==> config.mk <==
export PLATFORM = sky130hd
export DESIGN_NAME = miss_assist_loader
export DESIGN_NICKNAME = d
export VERILOG_FILES = /design/src/rtl/miss_assist_pkg.sv /design/src/rtl/miss_assist_ctrl.sv /design/src/rtl/miss_assist_dp.sv /design/src/rtl/miss_assist_loader.sv
export SDC_FILE = /design/constraint.sdc
export NUM_CORES = 1
export LEC_CHECK = 0
export ABC_AREA = 1
export BUFFER_PORTS_ARGS = -buffer_cell sky130_fd_sc_hd__buf_2
export CORE_MARGIN = 2
export CORE_UTILIZATION = 30
export DETAILED_ROUTE_END_ITERATION = 10
export PLACE_DENSITY = 0.73
export SETUP_SLACK_MARGIN = 0.3
export SYNTH_ARGS = -nofsm -noshare
export SYNTH_HDL_FRONTEND = slang
export SYNTH_SLANG_ARGS = --single-unit
==> constraint.sdc <==
create_clock -name clk -period 0.9 [get_ports clk]
set_input_delay 0 -clock clk [delete_from_list [all_inputs] [get_ports clk]]
set_output_delay 0 -clock clk [all_outputs]
set_load 0.1 [all_outputs]
==> src/rtl/miss_assist_pkg.sv <==
package miss_assist_pkg;
  localparam int REG_W       = 32;
  localparam int PAGE_W      = 20;
  localparam int PAGE_LSB    = 12;
  localparam int FIELD_W     = 8;
  localparam int ESEL_LSB    = 8;
  localparam int NV_LSB      = 16;
  localparam int VALID_BIT   = 31;
  localparam int SPACE_BIT   = 12;
  localparam int SIZE_LSB    = 8;
  localparam int ID_LSB      = 16;
  localparam int SSPACE_BIT  = 0;

  typedef struct packed {
    logic               load;
    logic [FIELD_W-1:0] esel;
    logic [FIELD_W-1:0] nextVictim;
  } strobe_t;
endpackage

==> src/rtl/miss_assist_ctrl.sv <==
module miss_assist_ctrl
  import miss_assist_pkg::*;
#(
  parameter int WAYS = 4
) (
  input  logic    clk,
  input  logic    rstN,
  input  logic    missPulse,
  output strobe_t stb
);
  localparam int WAY_W = (WAYS > 1) ? $clog2(WAYS) : 1;

  logic [WAY_W-1:0] victim;
  logic [WAY_W-1:0] victimNext;

  assign victimNext = victim + 1'b1;

  always_ff @(posedge clk) begin
    if (!rstN) begin
      victim <= '0;
    end else if (missPulse) begin
      victim <= victimNext;
    end
  end

  always_comb begin
    stb            = '0;
    stb.load       = missPulse;
    stb.esel       = FIELD_W'(victim);
    stb.nextVictim = FIELD_W'(victimNext);
  end
endmodule

==> src/rtl/miss_assist_dp.sv <==
module miss_assist_dp
  import miss_assist_pkg::*;
#(
  parameter int PID_W = 14
) (
  input  logic              clk,
  input  logic              rstN,
  input  strobe_t           stb,
  input  logic [PAGE_W-1:0] missPage,
  input  logic              isFetch,
  input  logic              dataSpace,
  input  logic              instSpace,
  input  logic              extIdMode,
  input  logic [PID_W-1:0]  extId,
  input  logic              extSpace,
  input  logic [PID_W-1:0]  pid0,
  input  logic [PID_W-1:0]  pid1,
  input  logic [PID_W-1:0]  pid2,
  input  logic [1:0]        defArray,
  input  logic [3:0]        defSize,
  input  logic [4:0]        defAttr,
  input  logic [1:0]        defTidSel,
  output logic [REG_W-1:0]  asst0,
  output logic [REG_W-1:0]  asst1,
  output logic [REG_W-1:0]  asst2,
  output logic [REG_W-1:0]  asst3,
  output logic [REG_W-1:0]  asst6,
  output logic [REG_W-1:0]  asst7
);
  logic             effSpace;
  logic [PID_W-1:0] selTid;
  logic [PID_W-1:0] missTid;
  logic [PID_W-1:0] searchId;
  logic [REG_W-1:0] n0, n1, n2, n6;

  always_comb begin
    if (isFetch)        effSpace = instSpace;
    else if (extIdMode) effSpace = extSpace;
    else                effSpace = dataSpace;
  end

  always_comb begin
    unique case (defTidSel)
      2'd0:    selTid = pid0;
      2'd1:    selTid = pid1;
      2'd2:    selTid = pid2;
      default: selTid = '0;
    endcase
  end

  assign missTid  = extIdMode ? extId : selTid;
  assign searchId = extIdMode ? extId : pid0;

  always_comb begin
    n0 = '0;
    n0[1:0]                  = defArray;
    n0[ESEL_LSB +: FIELD_W]  = stb.esel;
    n0[NV_LSB +: FIELD_W]    = stb.nextVictim;

    n1 = '0;
    n1[VALID_BIT]            = 1'b1;
    n1[SPACE_BIT]            = effSpace;
    n1[SIZE_LSB +: 4]        = defSize;
    n1[ID_LSB +: PID_W]      = missTid;

    n2 = '0;
    n2[PAGE_LSB +: PAGE_W]   = missPage;
    n2[4:0]                  = defAttr;

    n6 = '0;
    n6[SSPACE_BIT]           = effSpace;
    n6[ID_LSB +: PID_W]      = searchId;
  end

  always_ff @(posedge clk) begin
    if (!rstN) begin
      asst0 <= '0;
      asst1 <= '0;
      asst2 <= '0;
      asst6 <= '0;
    end else if (stb.load) begin
      asst0 <= n0;
      asst1 <= n1;
      asst2 <= n2;
      asst6 <= n6;
    end
  end

  assign asst3 = '0;
  assign asst7 = '0;
endmodule

==> src/rtl/miss_assist_loader.sv <==
module miss_assist_loader
  import miss_assist_pkg::*;
#(
  parameter int WAYS  = 4,
  parameter int PID_W = 14
) (
  input  logic              clk,
  input  logic              rstN,
  input  logic              missPulse,
  input  logic [19:0]       missPage,
  input  logic              isFetch,
  input  logic              dataSpace,
  input  logic              instSpace,
  input  logic              extIdMode,
  input  logic [PID_W-1:0]  extId,
  input  logic              extSpace,
  input  logic [PID_W-1:0]  pid0,
  input  logic [PID_W-1:0]  pid1,
  input  logic [PID_W-1:0]  pid2,
  input  logic [1:0]        defArray,
  input  logic [3:0]        defSize,
  input  logic [4:0]        defAttr,
  input  logic [1:0]        defTidSel,
  output logic [31:0]       asst0,
  output logic [31:0]       asst1,
  output logic [31:0]       asst2,
  output logic [31:0]       asst3,
  output logic [31:0]       asst6,
  output logic [31:0]       asst7
);
  strobe_t stb;

  miss_assist_ctrl #(.WAYS(WAYS)) uCtrl (
    .clk(clk), .rstN(rstN), .missPulse(missPulse), .stb(stb)
  );

  miss_assist_dp #(.PID_W(PID_W)) uDp (
    .clk(clk), .rstN(rstN), .stb(stb),
    .missPage(missPage), .isFetch(isFetch),
    .dataSpace(dataSpace), .instSpace(instSpace),
    .extIdMode(extIdMode), .extId(extId), .extSpace(extSpace),
    .pid0(pid0), .pid1(pid1), .pid2(pid2),
    .defArray(defArray), .defSize(defSize), .defAttr(defAttr),
    .defTidSel(defTidSel),
    .asst0(asst0), .asst1(asst1), .asst2(asst2),
    .asst3(asst3), .asst6(asst6), .asst7(asst7)
  );
endmodule

==> results.md, run 1 <==
* Status: complete, but fails checks
* Violated checks: hold timing
* # IOs at 289
* Grt ovf at 0
* CTS root buffer: clkbuf_16
* Fmax at 1.12 GHz
* Crit path time final at 889 ps
* Final Hold Viols at 13
* VDD IR max at 0.000829 V
* YS warnings at 0
* P_sw at 0.00607 W
* Sw frac at 48.2%
* Fin crit share at 98.8%
* Syn Std Cell Area at 3720 um^2
* Via count at 3,725
* Share of cells above drive strength 1 at 49.6%
* Layout area overhead at 78.4%
* Post-synthesis cell type count at 20
* Synth Register Bits at 65
* CTS Buffer Depth at 2
* Die W at 115 um
* Req. time, crit path at 900 ps
* Worst-path cell chain: buf_12
* Nets@finish at 805
* # rows at 40
* Antenna diodes at 0
* Die area at 13,300 um^2
* Hold slack at -91.3 ps
* Worst stage delay on the critical path at 380 ps
* Crit path buf inv count at 1
* Via-to-Cell Ratio at 4.23
* Critical path's top delay family: flip-flops
* Port bufs at 162
* Setup ws final at 10.8 ps
* Critical R2R Capture: uDp.asst6[22]
* Clock Skew at 1.21 ps
* Leak Pwr at 3.02 nW
* Startpoint types: register
* DP HPWL at 8.24 mm
* Critical path's slowest cell: dfxtp_4
* Antenna Nets Post-Route at 0
* Largest net degree at the start of global routing at 37
* Pre-antenna DRT Iters at 4
* Tot GR Track Use at 16.6%
* Die span in y at 115 um
* Worst setup EP type: output pin
* CTS HTree Levels at 3
* Starting Density at 30.9%
* Total power draw at 0.0126 W
* Routed WL at 11.8 mm
* Initial antenna violation count at 0
* Hold Crit Start: isFetch
* Initial drt markers at 220
* Worst slack, placed at -16.7 ps
* CTS sink count at 65
* Pwr Density at 1900 nW/um^2
* Post-Syn Area per Cell at 7.47 um^2
* Core area at 12,100 um^2
* Num CTS Buffers at 9
* Critical path arrival at 890 ps
* Clock power share at 26.1%
* Synth area leader: dfxtp_1
* Clock Pin Slew Worst Setup and Hold Paths at 60 ps
* CTS tree: done
* WL per Instance at 13.4 um
* Post-synth EDFFs at 0
* Synthesized netlist cell count at 498
* Post-synthesis sequential area ratio at 35.0%
* Max_cap viols at 0
* Vias in the first global route at 3,330
* Reg2Reg Setup Slack at 150 ps
* Main synth FF type: dfxtp_1
* Skew-Pair Late Insertion Delay at 330 ps
* Flop pwr share at 26.3%
* Max Slew Vio Count at 0
* Worst reg-to-reg path cell count at 3
* R2r startpoint: uDp.asst6[22]
* Drt drc at 0
* Hold Path Sink: uDp.asst6[0]
* Gpl congestion at 0.854
* Final setup viols at 0
* Post-synthesis async set-or-reset flop share at 0%
* First-pass GRT wire length at 16.9 mm
* Hold depth at 3
* RSZ-0062 raised after global routing: yes
* Yosys top cell area share at 35.0%
* Combinational share of power at 47.6%
* Int Pwr at 0.00652 W
* Tightest Hold Check Type: input port to register
* Crit Path Max Fanout at 3
* Kind of critical path: register to output pin
* Ranking of synthesized cells by area: dfxtp_1 (35%), buf_4 (27%), o21ai_0 (8.5%)
==> logic make-up (layout without fill, tap and decap cells) <==
kind of cell | Yosys count | in the layout | synth area share [%]
buffers and inverters | 166 | 256 | 32.3
AOI/OAI and AO/OA | 110 | 110 | 15.1
DFF | 65 | 65 | 35.0
other | 1 | 126 | 0.101
and+or+nand+nor | 156 | 156 | 17.6
==> cells in the mapped netlist (2+ instances only) <==
master,count
buf_4,136
nand2_1,46
dfxtp_1,65
buf_6,6
inv_1,2
o21ai_0,63
a21oi_1,44
inv_2,3
buf_2,5
nand3_1,42
clkbuf_1,8
clkbuf_2,3
nor2_1,67
a21oi_2,2
==> registers in the layout, summed over array words and instances, names as in the netlist <==
name	count
uDp.asst1	19
uDp.asst6	15
uDp.asst2	25
uDp.asst0	4
uCtrl.victim	2
==> what timing repair did <==
| action | CTS | global route |
|---|---|---|
| setup buffers | 2 | 18 |
| hold endpoints to repair | 56 | 15 |
| setup endpoints to repair | 130 | 131 |
| resized for setup | 37 | 62 |
| hold buffers | 40 | 1 |
| pin swaps | 1 | 8 |
==> worst max path at each step <==
stage | startpoint | end | slack, ps | cells past startpoint
2_1_floorplan | uDp.asst6[0] | uDp.asst6[0] | 120 | 2
3_3_place_gp | defTidSel[0] | uDp.asst1[17] | 6 | 6
3_5_place_dp | defTidSel[0] | uDp.asst1[17] | -20 | 6
4_1_cts | uDp.asst6[0] | asst1[12] | -6 | 1
5_1_grt | uCtrl.victim[0] | asst0[16] | -20 | 1
6_report | uDp.asst6[0] | asst1[12] | 10 | 1
==> layout by cell type, fill, tap and decap left out <==
cell type and instances:
dlygate4sd3_1 41, buf_4 5, o21ai_1 5, conb_1 126
clkbuf_16 9, clkbuf_1 1, nor2_2 5, nand2_4 1
o21ai_2 56, nand3_1 42, dfxtp_4 65, clkinvlp_4 3
clkbuf_8 2, nor2_8 1, buf_2 96, nor2_4 1
nor2_1 61, buf_12 72, a21o_1 1, a21oi_2 10
a21oi_1 36, clkinv_2 1, inv_1 1, nand2_1 45
inv_4 2, buf_6 20, o21ai_4 2, inv_2 3
==> metal layers <==
layer  track usage, %  routed length [um]  vias up
met5                0                   0        -
met4             6.43                 130        0
met1             18.7                4360     1734
met3             5.80                1020       11
li1                 -                   -     1806
met2             28.9                6260      174
==> stage by stage <==
step | hold WS, ps | util [%] | area, um^2 | std cells | TNS (ps)
floorplan | 134 | - | 4450 | 623 | 0
global placement | 220 | 45.0 | 5430 | 804 | 0
detailed placement | 225 | 45.0 | 5430 | 804 | -17.1
CTS | -108 | 51.9 | 6260 | 862 | -15.1
global route | -69.6 | 55.1 | 6640 | 881 | -92.1
finish | -91.3 | 55.1 | 6640 | 881 | 0
==> worst register-to-register path, stage by stage, from the launching register on <==
cell and delay (ps):
dfxtp_4 350, buf_6 110, o21ai_4 120, a21oi_2 50
==> final cells by class <==
cell class                      instances  area (um^2)
Clock inverter                          4         27.5
Inverter                                6         27.5
Fill cell                            1061         5420
Multi-Input combinational cell        392         1980
Sequential cell                        65         1550
Clock buffer                           12          256
Tap cell                              168          210
Timing Repair Buffer                  234         2590
==> power by group through the flow <==
stage	clock [W]	combinational, W	sequential [W]
3_5_place_dp	0	0.00557	0.00334
2_1_floorplan	0	0.00334	0.00465
5_1_grt	0.00358	0.00620	0.00333
4_1_cts	0.00342	0.00578	0.00330
3_3_place_gp	0	0.00556	0.00333
6_report	0.00328	0.00600	0.00331
Note: power is estimated with default switching activity, not from simulation.
==> inputs of run 2 (changes only) <==
--- a/config.mk
+++ b/config.mk
@@ -7,9 +7,11 @@
 export LEC_CHECK = 0
 export ABC_AREA = 1
 export BUFFER_PORTS_ARGS = -buffer_cell sky130_fd_sc_hd__buf_2
+export CAP_MARGIN = 5
 export CORE_MARGIN = 2
 export CORE_UTILIZATION = 30
 export DETAILED_ROUTE_END_ITERATION = 10
+export GPL_TIMING_DRIVEN = 0
 export PLACE_DENSITY = 0.73
 export SETUP_SLACK_MARGIN = 0.3
 export SYNTH_ARGS = -nofsm -noshare
==> constraint.sdc (replaced) <==
create_clock -name clk -period 1 [get_ports clk]
set_input_delay 0 -clock clk [delete_from_list [all_inputs] [get_ports clk]]
set_output_delay 0 -clock clk [all_outputs]
set_load 0.1 [all_outputs]
==> run 2 against run 1 <==
The flow still finishes with violations (hold timing). Sequential share of layout area down 2.7 points. Setup slack better by 33 ps. Register-to-register slack improved by 30 ps. Sequential power shrank 11%. Critical endpoint is now asst6[0].
==> results.md, run 2 (synthesis gave the netlist of run 1 again) <==
* Slew Limit Headroom at 55.6%
* Skew-Pair Late Insertion Delay at 320 ps
* Hold Crit Start: extId[0]
* Max Slew Vio Count at 0
* CTS HTree Levels at 3
* Clock Skew at 1.39 ps
* Port bufs at 157
* Critical R2R Capture: uCtrl.victim[1]
* Final Hold Viols at 8
* Worst slew pin tran at 667 ps
* Tot GR Track Use at 19.6%
* Core area at 12,100 um^2
* Crit path time final at 957 ps
* R2r startpoint: uCtrl.victim[0]
* Die W at 115 um
* Via-to-Cell Ratio at 4.15
* Hold Path Sink: uDp.asst6[16]
* Final setup viols at 0
* Total power draw at 0.0121 W
* Largest net degree at the start of global routing at 13
* Setup ws final at 43.5 ps
* Fillers at 981
* Num CTS Buffers at 9
* Antenna diodes at 0
* Grt ovf at 0
* Critical path arrival at 960 ps
* Worst reg-to-reg path cell count at 5
* Initial antenna violation count at 0
* Setup TNS at 0 ps
* Gpl congestion at 0.862
* Routed WL at 14.0 mm
* Worst setup EP type: output pin
* Starting Density at 30.9%
* Die area at 13,300 um^2
* Max_cap viols at 0
* Final non-filler cell total at 1,027
* Drt drc at 0
* Layout area overhead at 101%
* Violated checks: hold timing
* CTS sink count at 65
* Post-CTS Hold Fix Bufs at 49
* Leak Pwr at 3.77 nW
* Tightest Hold Check Type: input port to register
* RSZ-0062 raised after global routing: yes
* Dpl cells at 948
* Worst slack, placed at 8.84 ps
* Kind of critical path: register to output pin
* VDD IR max at 0.000839 V
* Initial drt markers at 170
* Max reg flops at 25
* Share of cells above drive strength 1 at 51.3%
* Worst stage delay on the critical path at 380 ps
* Pre-antenna DRT Iters at 4
* Worst-path cell chain: buf_8 > buf_12
* Fmax at 1.05 GHz
* Largest Register: uDp.asst2
* Clock Pin Slew Worst Setup and Hold Paths at 60 ps
* Most frequent cells in the layout: buf_4 (141), conb_1 (126), buf_2 (95)
* Fin crit share at 95.7%
* Reg2Reg Setup Slack at 180 ps
* WL per Instance at 13.6 um
* CTS tree: done
* Via count at 4,257
* CTS Buffer Depth at 2
* Hold depth at 3
* Antenna Nets Post-Route at 0
* CTS root buffer: clkbuf_16
* Status: complete, but fails checks
* # IOs at 289
* First-pass GRT wire length at 20.4 mm
* Crit Path Max Fanout at 3
* Nets@finish at 951
* Critical path's slowest cell: dfxtp_4
* Pwr Density at 1610 nW/um^2
* Vias in the first global route at 4,122
* Hold slack at -19.5 ps
* # rows at 40
* Largest regs: uDp.asst2 (25), uDp.asst1 (19), uDp.asst6 (15)
* DP HPWL at 9.48 mm
* Most common cell after layout, fill and taps aside: buf_4
* Startpoint types: register
* Die span in y at 115 um
* Req. time, crit path at 1000 ps
## run 2: changes by cell type in the layout (fill, tap and decap cells not counted), sizes merged
| cell | delta |
|---|---|
| dlygate4sd3 | +4 |
| bufinv | +2 |
| clkbuf | +10 |
| buf | +125 |
| clkinv | +3 |
| dlymetal6s4s | +4 |
| clkinvlp | -2 |
## run 2: layout make-up
cell class              count  area [um^2]  share of cell area, %
clock inverters             7         95.1                   1.27
plain buffers             160         1200                   16.0
well taps                 168          210                   2.81
clock buffers               9          225                   3.01
repair buffers            220         2400                   32.0
multi-input cells         392         1800                   24.0
inverters                   6         27.5                  0.368
flip-flops and latches     65         1540                   20.6
## run 2: worst max-delay path: cells and delay by family, from the launching register on
family   cells  cell delay, ps
buf+inv      2             260
flops        1             380
## run 2: repair_timing
item	in CTS	in global routing
buffers inserted	6	8
endpoints found under the setup margin	68	92
pin swaps	3	9
hold endpoints to repair	52	4
gates resized for setup	272	42
## run 2: stage by stage
stage	util, %	hold slack (ps)	area [um^2]
after global placement	45.1	219	5440
after CTS	60.5	-39.7	7300
after floorplan	-	134	4440
final	62.1	-19.5	7490
after global routing	62.1	-11.4	7490
after detailed placement	45.1	227	5440
## run 2: routing by layer
| layer | vias up | track usage [%] | wire, um |
|---|---|---|---|
| li1 | 2098 | - | - |
| met1 | 1952 | 21.9 | 5180 |
| met2 | 181 | 35.5 | 7440 |
| met3 | 26 | 5.22 | 1050 |
| met4 | 0 | 7.39 | 309 |
| met5 | - | 0 | 0 |
## run 2: worst max-delay path by stage
stage / slack [ps] / cells past startpoint / startpoint / to
finish: 40 / 2 / uDp.asst6[0] / asst6[0]
global route: 10 / 2 / uCtrl.victim[1] / asst0[17]
CTS: 30 / 2 / uDp.asst6[0] / asst6[0]
detailed placement: 9 / 4 / rstN / uDp.asst6[24]
global placement: 10 / 4 / rstN / uDp.asst6[20]
floorplan: 220 / 2 / uDp.asst6[0] / uDp.asst6[0]
## run 2: power breakdown
part           switching (W)  internal (W)
clock                0.00119       0.00218
combinational        0.00415       0.00161
sequential          0.000208       0.00274
total                0.00555       0.00653
==> inputs of run 3 (changes only) <==
--- a/config.mk
+++ b/config.mk
@@ -12,7 +12,7 @@
 export CORE_UTILIZATION = 30
 export DETAILED_ROUTE_END_ITERATION = 10
 export GPL_TIMING_DRIVEN = 0
-export PLACE_DENSITY = 0.73
+export PLACE_DENSITY = 0.76
 export SETUP_SLACK_MARGIN = 0.3
 export SYNTH_ARGS = -nofsm -noshare
 export SYNTH_HDL_FRONTEND = slang
==> run 3 against run 2 <==
The run still ends with hold timing left. Non-clock buffer count rose by 10. Die area did not move. Utilization rose by 0.92 points. Critical path type unchanged. Largest power group unchanged. Highest routed layer unchanged.
==> results.md, run 3 (synthesis gave the netlist of run 1 again) <==
* Final non-filler cell total at 1,037
* Fillers at 965
* Worst setup EP type: output pin
* Antenna Nets Post-Route at 0
* Die span in y at 115 um
* Drt drc at 0
* Clock Skew at 0.548 ps
* Most common cell after layout, fill and taps aside: buf_4
* Core area at 12,100 um^2
* Worst slack, placed at -25.9 ps
* Fmax at 1.05 GHz
* Hold Crit Start: extId[1]
* WL per Instance at 13.9 um
* CTS HTree Levels at 3
* Clock power share at 27.7%
* Pwr Density at 1600 nW/um^2
* # rows at 40
* Critical path arrival at 950 ps
* Antenna diodes at 0
* Share of cells above drive strength 1 at 51.6%
* Vias in the first global route at 4,169
* Max Slew Vio Count at 0
* Most frequent cells in the layout: buf_4 (142), conb_1 (126), buf_2 (95)
* # IOs at 289
* P_sw at 0.00558 W
* Leak Pwr at 3.83 nW
* Tot GR Track Use at 20.6%
* Slew Limit Headroom at 59.4%
* Setup TNS at 0 ps
* Worst slew pin tran at 610 ps
* Largest net degree at the start of global routing at 13
* Num CTS Buffers at 9
* Die W at 115 um
* Post-CTS Hold Fix Bufs at 54
* Crit Path Max Fanout at 3
* Starting Density at 30.9%
* Crit path time final at 954 ps
* Grt ovf at 0
* DP HPWL at 9.49 mm
* Gpl congestion at 0.824
* RSZ-0062 raised after global routing: yes
* Skew-Pair Late Insertion Delay at 330 ps
* Routed WL at 14.4 mm
* Final core occ at 63.0%
* Largest regs: uDp.asst2 (25), uDp.asst1 (19), uDp.asst6 (15)
* Worst Setup SP: uDp.asst6[0]
* Nets@finish at 961
* Via count at 4,285
* Violated checks: hold timing
* Tightest Hold Check Type: input port to register
* Layout area overhead at 104%
* Initial drt markers at 251
* Max reg flops at 25
* R2r startpoint: uCtrl.victim[0]
* Largest Register: uDp.asst2
* Max_cap viols at 0
* Combinational share of power at 47.9%
* Req. time, crit path at 1000 ps
* CTS tree: done
* Startpoint types: register
* CTS sink count at 65
* Pre-antenna DRT Iters at 4
* Die area at 13,300 um^2
* Dpl cells at 948
* Kind of critical path: register to output pin
* Via-to-Cell Ratio at 4.13
* Int Pwr at 0.00657 W
* Final setup viols at 0
* Initial antenna violation count at 0
* Port bufs at 157
* Clock Pin Slew Worst Setup and Hold Paths at 60 ps
* First-pass GRT wire length at 21.2 mm
* Hold slack at -25.0 ps
* Final Hold Viols at 5
* Setup ws final at 45.6 ps
* Sw frac at 45.9%
* Flop pwr share at 24.3%
* CTS Buffer Depth at 2
* CTS root buffer: clkbuf_16
* VDD IR max at 0.00101 V
* Status: complete, but fails checks
* Fin crit share at 95.4%
## run 3: cell count changes in the layout (fill, tap and decap cells not counted), moves of 2 or more
cell            change
o21ai_2             +7
buf_6               +4
o21ai_1             -6
dlymetal6s4s_1      +2
nand3_1             +2
nor2_1              -2
nand2_2             -3
nand2_1             +3
nand3_2             -2
dlygate4sd3_1       +3
## run 3: critical path: stages (launching register included)
cell and delay (ps):
dfxtp_4 360, buf_8 120, buf_12 150
## run 3: per-layer routing
layer / track usage (%) / part of all wire [%] / vias to the layer above
li1: - / - / 2113
met2: 37.9 / 52 / 207
met5: 0 / 0 / -
met4: 6.35 / 2.2 / 0
met3: 6.59 / 8.5 / 27
met1: 22.5 / 37 / 1938
## run 3: stage by stage
step | instance area (um^2) | power (W)
global route | 7600 | 0.0126
floorplan | 4440 | 0.00719
global placement | 5440 | 0.00771
detailed placement | 5440 | 0.00773
finish | 7600 | 0.0121
CTS | 7370 | 0.0121
## run 3: repair_timing
action | CTS | global route
resized for setup | 269 | 53
setup buffers | 10 | 9
endpoints found under the setup margin | 67 | 97
endpoints found under the hold margin | 55 | 4
pin swaps | 1 | 10
## run 3: cell type report
cell class / instances / area [um^2] / share of cell area (%)
plain buffers: 160 / 1200 / 15.8
clock buffers: 9 / 225 / 2.96
clock inverters: 7 / 95.1 / 1.25
inverters: 6 / 27.5 / 0.362
multi-input cells: 392 / 1800 / 23.7
flip-flops and latches: 65 / 1540 / 20.3
well taps: 168 / 210 / 2.77
repair buffers: 230 / 2500 / 32.9
## run 3: worst paths after layout
path | endpoint | slack (ps) | cells after the start
worst max-delay path | asst6[0] | 50 | 2
worst max register to register | uCtrl.victim[1] | 200 | 5
worst min register to register | uDp.asst1[31] | 490 | 2
worst min-delay path | uDp.asst6[17] | -20 | 3
## run 3: power groups by stage
stage | Clock [W] | Sequential [W] | Combinational, W
global route | 0.00361 | 0.00298 | 0.00601
CTS | 0.00347 | 0.00294 | 0.00564
floorplan | 0 | 0.00419 | 0.00300
global placement | 0 | 0.00288 | 0.00483
finish | 0.00337 | 0.00296 | 0.00582
detailed placement | 0 | 0.00289 | 0.00484
